File: src/rtl/cp_lock_pkg.sv
package cp_lock_pkg;
  typedef enum logic [1:0] {
    LVL_OPEN   = 2'd0,
    LVL_FETCH  = 2'd1,
    LVL_NOREAD = 2'd2,
    LVL_FULL   = 2'd3
  } lock_level_e;

  typedef struct packed {
    logic fetch_ok;
    logic prog_ok;
    logic read_ok;
    logic exec_ok;
    logic strap_hold;
  } caps_t;
endpackage

File: src/rtl/cp_lock_decode.sv
module cp_lock_decode
  import cp_lock_pkg::*;
(
  input  logic [2:0] lock_bits,
  output caps_t      caps
);
  lock_level_e level;

  // R5 encoding, R9 fallback to the most restrictive level
  always_comb begin
    unique case (lock_bits)
      3'b111:  level = LVL_OPEN;
      3'b110:  level = LVL_FETCH;
      3'b100:  level = LVL_NOREAD;
      default: level = LVL_FULL;
    endcase
  end

  always_comb begin
    caps.fetch_ok   = (level == LVL_OPEN);
    caps.prog_ok    = (level == LVL_OPEN);
    caps.strap_hold = (level != LVL_OPEN);
    caps.read_ok    = (level == LVL_OPEN) || (level == LVL_FETCH);
    caps.exec_ok    = (level != LVL_FULL);
  end
endmodule

File: src/rtl/cp_key_select.sv
module cp_key_select #(
  parameter int DEPTH = 64,
  localparam int IDX_W = $clog2(DEPTH)
) (
  input  logic [DEPTH*8-1:0] table_flat,
  input  logic [IDX_W-1:0]   idx,
  output logic [7:0]         key
);
  logic [7:0] entries [DEPTH];

  for (genvar g = 0; g < DEPTH; g++) begin : g_unpack
    assign entries[g] = table_flat[g*8 +: 8];
  end

  assign key = entries[idx];
endmodule

File: src/rtl/cp_read_stage.sv
module cp_read_stage #(
  parameter logic [7:0] DENY_BYTE = 8'h00
) (
  input  logic       clk,
  input  logic       rst_n,
  input  logic       in_valid,
  output logic       in_ready,
  input  logic [7:0] code,
  input  logic [7:0] key,
  input  logic       allow,
  output logic       out_valid,
  input  logic       out_ready,
  output logic [7:0] out_data,
  output logic       out_denied
);
  logic take;

  assign in_ready = !out_valid || out_ready;
  assign take     = in_valid && in_ready;

  always_ff @(posedge clk) begin
    if (!rst_n) begin
      out_valid  <= 1'b0;
      out_data   <= 8'h00;
      out_denied <= 1'b0;
    end else begin
      if (take) begin
        out_valid  <= 1'b1;
        out_data   <= allow ? ~(code ^ key) : DENY_BYTE;
        out_denied <= !allow;
      end else if (out_ready) begin
        out_valid <= 1'b0;
      end
    end
  end
endmodule

File: src/rtl/cp_protect_unit.sv
module cp_protect_unit
  import cp_lock_pkg::*;
#(
  parameter int         ADDR_W    = 16,
  parameter int         TBL_DEPTH = 64,
  parameter logic [7:0] DENY_BYTE = 8'h00,
  localparam int        IDX_W     = $clog2(TBL_DEPTH)
) (
  input  logic                   clk,
  input  logic                   rst_n,
  input  logic [2:0]             lock_bits,
  input  logic [TBL_DEPTH*8-1:0] enc_table,
  input  logic                   ea_pin,
  output logic                   ea_eff,
  input  logic                   vfy_valid,
  output logic                   vfy_ready,
  input  logic [ADDR_W-1:0]      vfy_addr,
  input  logic [7:0]             vfy_code,
  output logic                   rd_valid,
  input  logic                   rd_ready,
  output logic [7:0]             rd_data,
  output logic                   rd_denied,
  input  logic                   movc_req,
  output logic                   movc_grant,
  output logic                   movc_deny,
  input  logic                   prog_req,
  output logic                   prog_grant,
  output logic                   prog_deny,
  input  logic                   exec_req,
  output logic                   exec_grant,
  output logic                   exec_deny
);
  caps_t      caps;
  logic [7:0] key;
  logic       ea_q;
  logic       unused_addr_hi;

  assign unused_addr_hi = ^vfy_addr[ADDR_W-1:IDX_W];

  cp_lock_decode u_dec (
    .lock_bits (lock_bits),
    .caps      (caps)
  );

  cp_key_select #(.DEPTH(TBL_DEPTH)) u_key (
    .table_flat (enc_table),
    .idx        (vfy_addr[IDX_W-1:0]),
    .key        (key)
  );

  cp_read_stage #(.DENY_BYTE(DENY_BYTE)) u_rd (
    .clk        (clk),
    .rst_n      (rst_n),
    .in_valid   (vfy_valid),
    .in_ready   (vfy_ready),
    .code       (vfy_code),
    .key        (key),
    .allow      (caps.read_ok),
    .out_valid  (rd_valid),
    .out_ready  (rd_ready),
    .out_data   (rd_data),
    .out_denied (rd_denied)
  );

  // strap sampled on every reset cycle, held afterwards
  always_ff @(posedge clk) begin
    if (!rst_n) ea_q <= ea_pin;
  end

  assign ea_eff     = caps.strap_hold ? ea_q : ea_pin;
  assign movc_grant = movc_req &&  caps.fetch_ok;
  assign movc_deny  = movc_req && !caps.fetch_ok;
  assign prog_grant = prog_req &&  caps.prog_ok;
  assign prog_deny  = prog_req && !caps.prog_ok;
  assign exec_grant = exec_req &&  caps.exec_ok;
  assign exec_deny  = exec_req && !caps.exec_ok;
endmodule

File: config.mk
export PLATFORM = sky130hd
export DESIGN_NAME = cp_protect_unit
export DESIGN_NICKNAME = d
export VERILOG_FILES = /design/src/rtl/cp_lock_pkg.sv /design/src/rtl/cp_lock_decode.sv /design/src/rtl/cp_key_select.sv /design/src/rtl/cp_read_stage.sv /design/src/rtl/cp_protect_unit.sv
export SDC_FILE = /design/constraint.sdc
export NUM_CORES = 1
export LEC_CHECK = 0
export ABC_AREA = 0
export BUFFER_PORTS_ARGS = -buffer_cell sky130_fd_sc_hd__buf_2
export CORE_AREA = 2 2 222 224
export DETAILED_ROUTE_END_ITERATION = 8
export DIE_AREA = 0 0 224 226
export GPL_ROUTABILITY_DRIVEN = 0
export PLACE_DENSITY = 0.32
export SETUP_SLACK_MARGIN = 0.05
export SLEW_MARGIN = 10
export SYNTH_ARGS = -nofsm -noshare
export SYNTH_HDL_FRONTEND = slang
export SYNTH_SLANG_ARGS = --single-unit
export TNS_END_PERCENT = 1
File: constraint.sdc
create_clock -name clk -period 2.6 [get_ports clk]
set_input_delay 0.13 -clock clk [delete_from_list [all_inputs] [get_ports clk]]
set_output_delay 0.13 -clock clk [all_outputs]
set_load 0.05 [all_outputs]
* Word-level counts from Yosys, hierarchy flattened
Index checks and enable logic that the tools add are counted.
** Operators by class
- Order comparisons :: 1
- Equal/unequal tests :: 5
- Mux-type cells :: 8
- Bitwise operators :: 3
- Reduce and logical (&&, ||, !) cells :: 16
** Operator list (count)
- 8-bit binary-select mux with 6-bit select :: 1
- 8-bit two-way mux :: 3
- 3-bit equality test (second input constant) :: 3
- 8-bit inverter :: 1
- 8-bit bitwise XOR :: 1
- 7-bit >= comparator (second input constant) :: 1
- 1-bit logical AND :: 7
- 6-bit inverter with 7-bit output :: 1
- 2-bit case mux with 3 select lines :: 1
- 1-bit logical NOT :: 4
- 2-bit nonzero test :: 2
- 1-bit two-way mux :: 3
- 2-bit by 1-bit equality test with 1-bit output (second input constant) :: 1
- 2-bit logical NOT :: 1
- 1-bit logical OR :: 2
- 2-bit != test (second input constant) :: 1
** Storage, ports and cells
- Register bits :: 11
- Input bits :: 547
- Output and inout bits :: 18
- Word-level logic and storage cells :: 37

* Depth between registers and ports, before layout
Gate-level depths: netlist of run 1.
- Depth in word-level cells :: 7
- Gate-level depth with buffers :: 10
- Depth with buffers taken out :: 6

* Hierarchy
From an unflattened synthesis of run 1, not the netlist that was laid out.
** Second synthesis, totals
- Cell total of the unflattened synthesis :: 374
- Area, all modules :: 4737.0 µm²
** Modules (own cells, without submodules)
- cp_key_select :: instances 1, cells each 324, area an instance 4196.5 µm², seq. area each 0.0 µm²
- cp_read_stage :: instances 1, cells each 35, area an instance 412.9 µm², seq. area each 200.2 µm²
- cp_protect_unit :: instances 1, cells each 9, area an instance 86.3 µm², seq. area each 30.0 µm²
- cp_lock_decode :: instances 1, cells each 6, area an instance 41.3 µm², seq. area each 0.0 µm²

* Worst setup path after synthesis of run 1
No wires, ideal clock.
- Kind :: input to register
- Start point :: input vfy_addr[0]
- End point :: register u_rd.out_data[3]
- Library setup time :: 133 ps
- Arrival :: 1803 ps
- Data required time :: 2467 ps
- Setup slack :: 664 ps
- Cell stages on the path :: 7
- Buffers on the path :: 2
- Path through :: buf_6 buf_8 mux4_1 mux4_2 a21oi_2 xnor2_1 o221ai_1
** On the way
- Word-level cells in the longest chain between the ends :: 7
** RTL lines
- start, declared :: line cp_protect_unit.sv:17 : input logic [ADDR_W-1:0] vfy_addr,
- 6-bit inverter with 7-bit output (implied by the code) :: line cp_key_select.sv:15 : assign key = entries[idx];
- 8-bit binary-select mux with 6-bit select :: line cp_key_select.sv:15
- 8-bit two-way mux (implied by the code) (2 in series) :: line cp_key_select.sv:15
- 8-bit bitwise XOR :: line cp_read_stage.sv:29 : out_data <= allow ? ~(code ^ key) : DENY_BYTE;
- 8-bit inverter :: line cp_read_stage.sv:29
- 8-bit two-way mux :: line cp_read_stage.sv:29
- end signal, assigned :: line cp_read_stage.sv:29
- end, declared :: line cp_read_stage.sv:13 : output logic [7:0] out_data,
Every way passes these cells. The select of a mux whose other input is x is not followed.
A chain may end at the register's enable or synchronous reset.

* Worst setup path after layout of run 1
- Start point :: input vfy_addr[0]
- End point :: register u_rd.out_data[6]
Same word-level chain as after synthesis.

==> flow_summary.toml, run 1 <==
[outcome]
status = "completed"

[place]
portBuffers = 554
place_hpwl_um = 31840
dpl_cell_area_um2 = 8496
dp_cells = 1593

[sta]
hold_viol = 0
rsz0062_at_grt = "false"
finalCritPeriodShare = 0.8487
post-route-min-period_ns = 2.207
max_slew_margin = 0.4128
finClkSkew_ns = 0.002184
slew_violations = 0
fmax_mhz = 453.2
setup_tns_ns = 0
setup_viol = 0
tightest_slew_ns = 0.8790

[floorplanning]
die_h_um = 226
ioPinCount = 565
std_cell_rows = 81
core-area_um2 = 48340
die_w_um = 224
initial_utilization = 0.09980
die_area_um2 = 50620

[final_layout]
area_delta_synth_final_pct = 77.72
postLayoutCoreUtil = 0.1774
drive_above_1_share = 0.7344
num-nets-final = 1523
fin_area_um2 = 8574
diodes = 0
fin_cells = 1597

[synth]
ys_warn_count = 0
post_synth_num_cell_types = 50
synth_fp_nets = 965
ys.flop_type = "dfxtp_1"
yosysSeqAreaShare = 0.04772
synth_area_um2 = 4825
synth_cells = 418
syn_area_per_cell_um2 = 11.54
synth_edf_count = 1
ys_ff_latch = 11
async_flop_share = 0

[clock_network]
clock_latency_ns = 0.25
cts_setup_buffers = 0
hold_buffers = 0
cts_buffer_depth = 2
clk_pin_slew_ns = 0.05
clkSinkCount = 11
root_buffer = "clkbuf_16"
cts_tree = "built"
cts_max_level = 1
tritoncts.num_buffers = 3
cts_resized = 0

[critical_path]
crit_fanout = 35
start_kind = "primary input"
timing.rr.start = "u_rd.out_valid"
critical_path_class = "primary input to flip-flop"
worstPathArrival_ns = 2.32
r2r-end = "u_rd.out_data[1]"
required_ns = 2.71
end_kind = "flip-flop"
r2r_cells = 6
ff2ff_setup_slack_ns = 0.97

[power]
total_power_mw = 1.887
p_leak_nw = 4.058
power_frac_seq = 0.097
powerDensity_nw_per_um2 = 220.0
p_clk_frac = 0.160
vdd_ir_drop_max_mv = 0.1486
p_sw_uw = 730.9
p_int_mw = 1.156
sw_frac_of_total = 0.3874
combPwrFrac = 0.742

[detailed_routing]
wire_per_inst_um = 21.95
first_pass_iters = 4
wirelength_um = 35060
vias = 6374
route.detailed.drc = 0
drt-initial-drc-count = 181
ant_nets = 0
via_per_inst = 3.991

[grt]
grt_usage = 0.1307
grt_pass1_vias = 7017
grt_max_degree = 40
antenna_found_initial = 4
grt_overflow = 0
grt_pass1_wl_um = 47910

[worst_hold_path]
whs_endpoint = "ea_q"
min-delay-start = "ea_pin"
hold_class = "primary input to flip-flop"
min_delay_path_depth = 1

[job]
maxCapViolCount = 0
## registers in the layout, indices dropped and copies added (netlist names)
register         count
ea_q                 1
u_rd.out_valid       1
u_rd.out_data        8
u_rd.out_denied      1
## layout by cell type, fill, tap and decap left out, types with 2 or more instances in the layout
master | Yosys | routed
o221ai_1 | 6 | 6
mux4_2 | 104 | 104
nand3b_1 | 2 | 2
or3_1 | 3 | 3
a21oi_2 | 6 | 6
xnor2_1 | 6 | 6
mux4_1 | 4 | 4
a21oi_1 | 5 | 5
mux2i_1 | 68 | 68
nand4_1 | 2 | 2
buf_12 | 0 | 4
a22oi_1 | 25 | 25
and4_1 | 2 | 2
nor2_1 | 10 | 10
inv_1 | 10 | 10
nand3_1 | 8 | 8
nand2b_1 | 3 | 3
a211oi_1 | 2 | 2
nand2_1 | 24 | 24
buf_4 | 16 | 41
o21ai_0 | 2 | 2
o22ai_1 | 22 | 22
dfxtp_1 | 10 | 10
o211ai_1 | 2 | 2
a41oi_1 | 2 | 2
a31oi_1 | 2 | 2
mux2_2 | 5 | 5
clkbuf_16 | 0 | 3
and2_1 | 5 | 5
nor2b_1 | 5 | 5
nor3_1 | 2 | 2
xor2_1 | 6 | 6
and3_1 | 4 | 4
nor4_1 | 4 | 4
buf_2 | 7 | 551
## worst max-delay path, stage by stage
cell and delay, ns:
buf_8 0.20, buf_12 0.21, buf_12 0.27, mux4_2 0.53, mux2i_1 0.32, buf_4 0.17, o211ai_1 0.11, xor2_1 0.18
o221ai_1 0.13
## kinds of logic after synthesis
kind of cell / count (synthesis) / synth area share
XOR/XNOR: 12 / 0.02178
AND/OR/NAND/NOR: 77 / 0.08221
flip-flops: 11 / 0.04772
multiplexers: 181 / 0.6600
buffers and inverters: 54 / 0.06328
AO/OA/AOI/OAI: 83 / 0.1250
## through the flow
| stage | worst slack, ns | hold WS [ns] |
|---|---|---|
| after floorplan | 0.6636 | 0.2289 |
| after global placement | 0.04987 | 0.3293 |
| after detailed placement | 0.02479 | 0.3322 |
| after CTS | 0.2853 | 0.06993 |
| after global routing | 0.1450 | 0.07734 |
| final | 0.3934 | 0.07439 |
## cell type report
cell class	instances	area [um^2]
fillers	5469	39770
multi-input cells	353	4289
repair buffers	597	3161
well taps	622	778.2
flip-flops and latches	11	230.2
clock buffers	4	78.83
inverters	10	37.54
## Yosys cell counts, drive strengths merged (3+ instances only)
| cell | n | area share |
|---|---|---|
| xor2 | 6 | 0.011 |
| mux2i | 68 | 0.14 |
| nand2b | 3 | 0.0039 |
| clkbuf | 13 | 0.010 |
| dfxtp | 10 | 0.041 |
| nor4 | 4 | 0.0052 |
| a22oi | 25 | 0.039 |
| inv | 10 | 0.0078 |
| buf | 31 | 0.045 |
| o22ai | 22 | 0.029 |
| o221ai | 6 | 0.011 |
| a21oi | 11 | 0.016 |
| nor2 | 10 | 0.0078 |
| xnor2 | 6 | 0.011 |
| nand3 | 8 | 0.0083 |
| and2 | 5 | 0.0065 |
| nor2b | 5 | 0.0065 |
| or3 | 3 | 0.0039 |
| mux2 | 5 | 0.012 |
| and3 | 4 | 0.0052 |
| nand2 | 24 | 0.019 |
| mux4 | 108 | 0.51 |
## worst max-delay path by stage
stage | start | endpoint | slack, ns | cells after the start
after floorplan | vfy_addr[0] | u_rd.out_data[3] | 0.66 | 7
after global placement | vfy_addr[0] | u_rd.out_data[6] | 0.05 | 9
after detailed placement | vfy_addr[0] | u_rd.out_data[6] | 0.02 | 9
after CTS | vfy_addr[0] | u_rd.out_data[6] | 0.29 | 9
after global routing | vfy_addr[0] | u_rd.out_data[6] | 0.15 | 9
final | vfy_addr[0] | u_rd.out_data[6] | 0.39 | 9
## layer usage
layer | track usage | routed length (um) | share of wire
met1 | 0.1631 | 14650 | 0.42
met2 | 0.2427 | 18010 | 0.51
met3 | 0.02173 | 2225 | 0.063
met4 | 0.01183 | 134 | 0.0038
met5 | 0 | 31 | 0.00088
## power by group through the flow
stage	Sequential (mW)	Clock [mW]	Combinational, mW
2_1_floorplan	0.212	0	0.697
3_3_place_gp	0.187	0	1.43
3_5_place_dp	0.187	0	1.44
4_1_cts	0.184	0.321	1.45
5_1_grt	0.185	0.325	1.53
6_report	0.184	0.302	1.40
Note: power is estimated with default switching activity, not from simulation.
==> run 2, diff against run 1 <==
Settings changed: ABC_AREA 0 to 1, PLACE_DENSITY 0.32 to 0.35.
Clock period 2.6 ns to 2.1 ns, I/O delays scaled along.
==> run 2 against run 1 <==
Total power grew 34%. Hold slack worse by 0.015 ns. Count of clock-buffer cells in the layout fell by 1. Final cell count is 50% higher. Design area rose by 9.9%. Via count up 60%. Global-route usage is 2.8 points higher. Register-to-register slack worse by 0.23 ns. Clock skew grew 0.00082 ns. Routed wire length rose by 21%. First-iteration DRC count increased to 2.6 times the previous value. Die area is the same. Critical path type unchanged. Critical endpoint is now u_rd.out_data[5]. Largest cell class unchanged.
==> flow_summary.toml, run 2 <==
[critical_path]
crit_fanout = 42
worstPathArrival_ns = 1.87
crit_buf_inv = 5
start_kind = "primary input"
required_ns = 2.21
cp_slowest_stage_delay_ns = 0.31
end_kind = "flip-flop"
worstPathCellList = "clkbuf_8, inv_8, buf_12, buf_4, buf_4, nand2_1, nand3_1, nand3_1, nand2_1, nand2_1, nand3_1, nand3_1, nand2_1, nand2_1, nand3_1, a21oi_1"
cpLargestDelayFamily = "buffers and inverters"
crit_path_top_delay_cell = "buf_4"
critical_path_class = "primary input to flip-flop"

[clock_network]
clk_pin_slew_ns = 0.04
cts_tree = "built"
cts_buffer_depth = 2
cts_resized = 0
hold_buffers = 0
cts_setup_buffers = 0
tritoncts.num_buffers = 3
root_buffer = "clkbuf_16"
clkSinkCount = 11
cts_max_level = 1
clock_latency_ns = 0.24

[floorplanning]
core-area_um2 = 48340
die_w_um = 224
die_h_um = 226
initial_utilization = 0.1221
die_area_um2 = 50620
ioPinCount = 565
std_cell_rows = 81

[sta]
finalCritPeriodShare = 0.8410
post-route-min-period_ns = 1.766
rsz0062_at_grt = "false"
hold_viol = 0
finClkSkew_ns = 0.003005
setup_viol = 0
fmax_mhz = 566.2
tightest_slew_ns = 0.4960
setup_tns_ns = 0
max_slew_margin = 0.6690
setup_ws_ns = 0.3338
slew_violations = 0

[final_layout]
final_common_cell = "nand2_1"
drive_above_1_share = 0.3424
num-nets-final = 2321
fillers = 5780
mostFrequentLayoutCells = "669 x nand2_1, 551 x buf_2, 449 x nand3_1"
fin_cells = 2396
max_flop_register = "u_rd.out_data"
multi_input_area_um2 = 4848
largest_register_ffs = 8
area_delta_synth_final_pct = 59.59
seq_area_um2 = 230.2

[detailed_routing]
drt-initial-drc-count = 475
ant_nets = 0
first_pass_iters = 4
wire_per_inst_um = 17.69
via_per_inst = 4.244
vias = 10170
wirelength_um = 42400
route.detailed.drc = 0

[grt]
grt_max_degree = 70
antenna_found_initial = 8
grt_overflow = 0
grt_usage = 0.1583
grt_pass1_vias = 10130
grt_pass1_wl_um = 60920

[power]
combPwrFrac = 0.772
sw_frac_of_total = 0.4881
p_clk_frac = 0.138
p_leak_nw = 5.306
vdd_ir_drop_max_mv = 0.1988
power_frac_seq = 0.089
p_int_mw = 1.296
powerDensity_nw_per_um2 = 268.6
p_sw_mw = 1.236

[synth]
ys_ff_latch = 11
ys.flop_type = "dfxtp_1"
yosys.area.top_type_share = 0.4253
syn_area_per_cell_um2 = 4.613
ys_warn_count = 0
post_synth_num_cell_types = 18
yosysTopAreaCell = "nand2_1"
synth_area_leaders = "nand2_1 43%, nand3_1 38%, buf_6 4.6%"
synth_cells = 1280
yosysSeqAreaShare = 0.03899
synth_fp_nets = 1827
async_flop_share = 0
synthMostInstantiatedCell = "nand2_1"
synth_common_cells = "669 x nand2_1, 449 x nand3_1, 47 x buf_2"
synth_area_um2 = 5904
synth_edf_count = 1

[place]
dp_cells = 2391
pre_cts_ws_ns = 0.05365
place_hpwl_um = 35580
portBuffers = 554

[outcome]
status = "completed"

[job]
maxCapViolCount = 0

[worst_hold_path]
hold_class = "primary input to flip-flop"
[run 2: changes by cell type after synthesis, moves of 6 or more]
| cell | change |
|---|---|
| nand3_1 | +441 |
| xor2_1 | -6 |
| o221ai_1 | -6 |
| inv_1 | +11 |
| nand2_1 | +645 |
| mux2i_1 | -68 |
| o22ai_1 | -22 |
| a21oi_2 | -6 |
| mux4_2 | -104 |
| xnor2_1 | -6 |
| buf_1 | +9 |
| a22oi_1 | -25 |
| buf_6 | +21 |
| buf_2 | +40 |
[run 2: cell type report]
class                   count  share of cell area
well taps                 622             0.08259
multi-input cells        1136              0.5145
diodes                      1           0.0002656
clock buffers               3            0.007967
inverters                  23             0.01022
repair buffers            599              0.3594
flip-flops and latches     11             0.02443
clock inverters             1           0.0005311
[run 2: logic make-up after synthesis]
group	synth area share
mux	0.001907
flops	0.03899
buf+inv	0.1399
simple gates	0.8099
compound gates	0.009324
[run 2: metrics by stage]
step | hold WS, ns | power, mW | util | cell area [um^2]
6_report | 0.05933 | 2.531 | 0.1949 | 9423
5_1_grt | 0.06104 | 2.782 | 0.1949 | 9420
4_1_cts | 0.06179 | 2.578 | 0.1949 | 9420
3_5_place_dp | 0.3043 | 2.222 | 0.1932 | 9340
3_3_place_gp | 0.3027 | 2.226 | 0.1932 | 9340
2_1_floorplan | 0.2039 | 1.249 | - | 5904
[run 2: layer usage]
metal	vias to the layer above	track usage	wire length, um
met5	-	0	55
li1	5166	-	-
met3	31	0.02069	2353
met1	4585	0.1977	18530
met2	379	0.2933	20810
met4	8	0.02301	648
[run 2: final timing paths]
| path | from | end | slack [ns] | depth (start not counted) |
|---|---|---|---|---|
| max | vfy_addr[0] | u_rd.out_data[5] | 0.33 | 16 |
| min | ea_pin | ea_q | 0.06 | 1 |
| max reg2reg | u_rd.out_valid | u_rd.out_data[1] | 0.74 | 6 |
| min reg2reg | u_rd.out_data[5] | u_rd.out_data[5] | 0.46 | 2 |
[run 2: worst register-to-register path, stage by stage (launching register included)]
cell	delay, ns
dfxtp_1	0.30
nand2_1	0.12
nand2_1	0.25
nor2_1	0.17
buf_4	0.20
nand3_1	0.11
a21oi_1	0.14
[run 2: power by group through the flow]
stage | combinational [mW] | clock (mW) | sequential, mW
6_report | 1.95 | 0.350 | 0.227
4_1_cts | 2.00 | 0.352 | 0.227
2_1_floorplan | 0.990 | 0 | 0.259
3_3_place_gp | 2.00 | 0 | 0.230
3_5_place_dp | 1.99 | 0 | 0.230
5_1_grt | 2.19 | 0.362 | 0.227
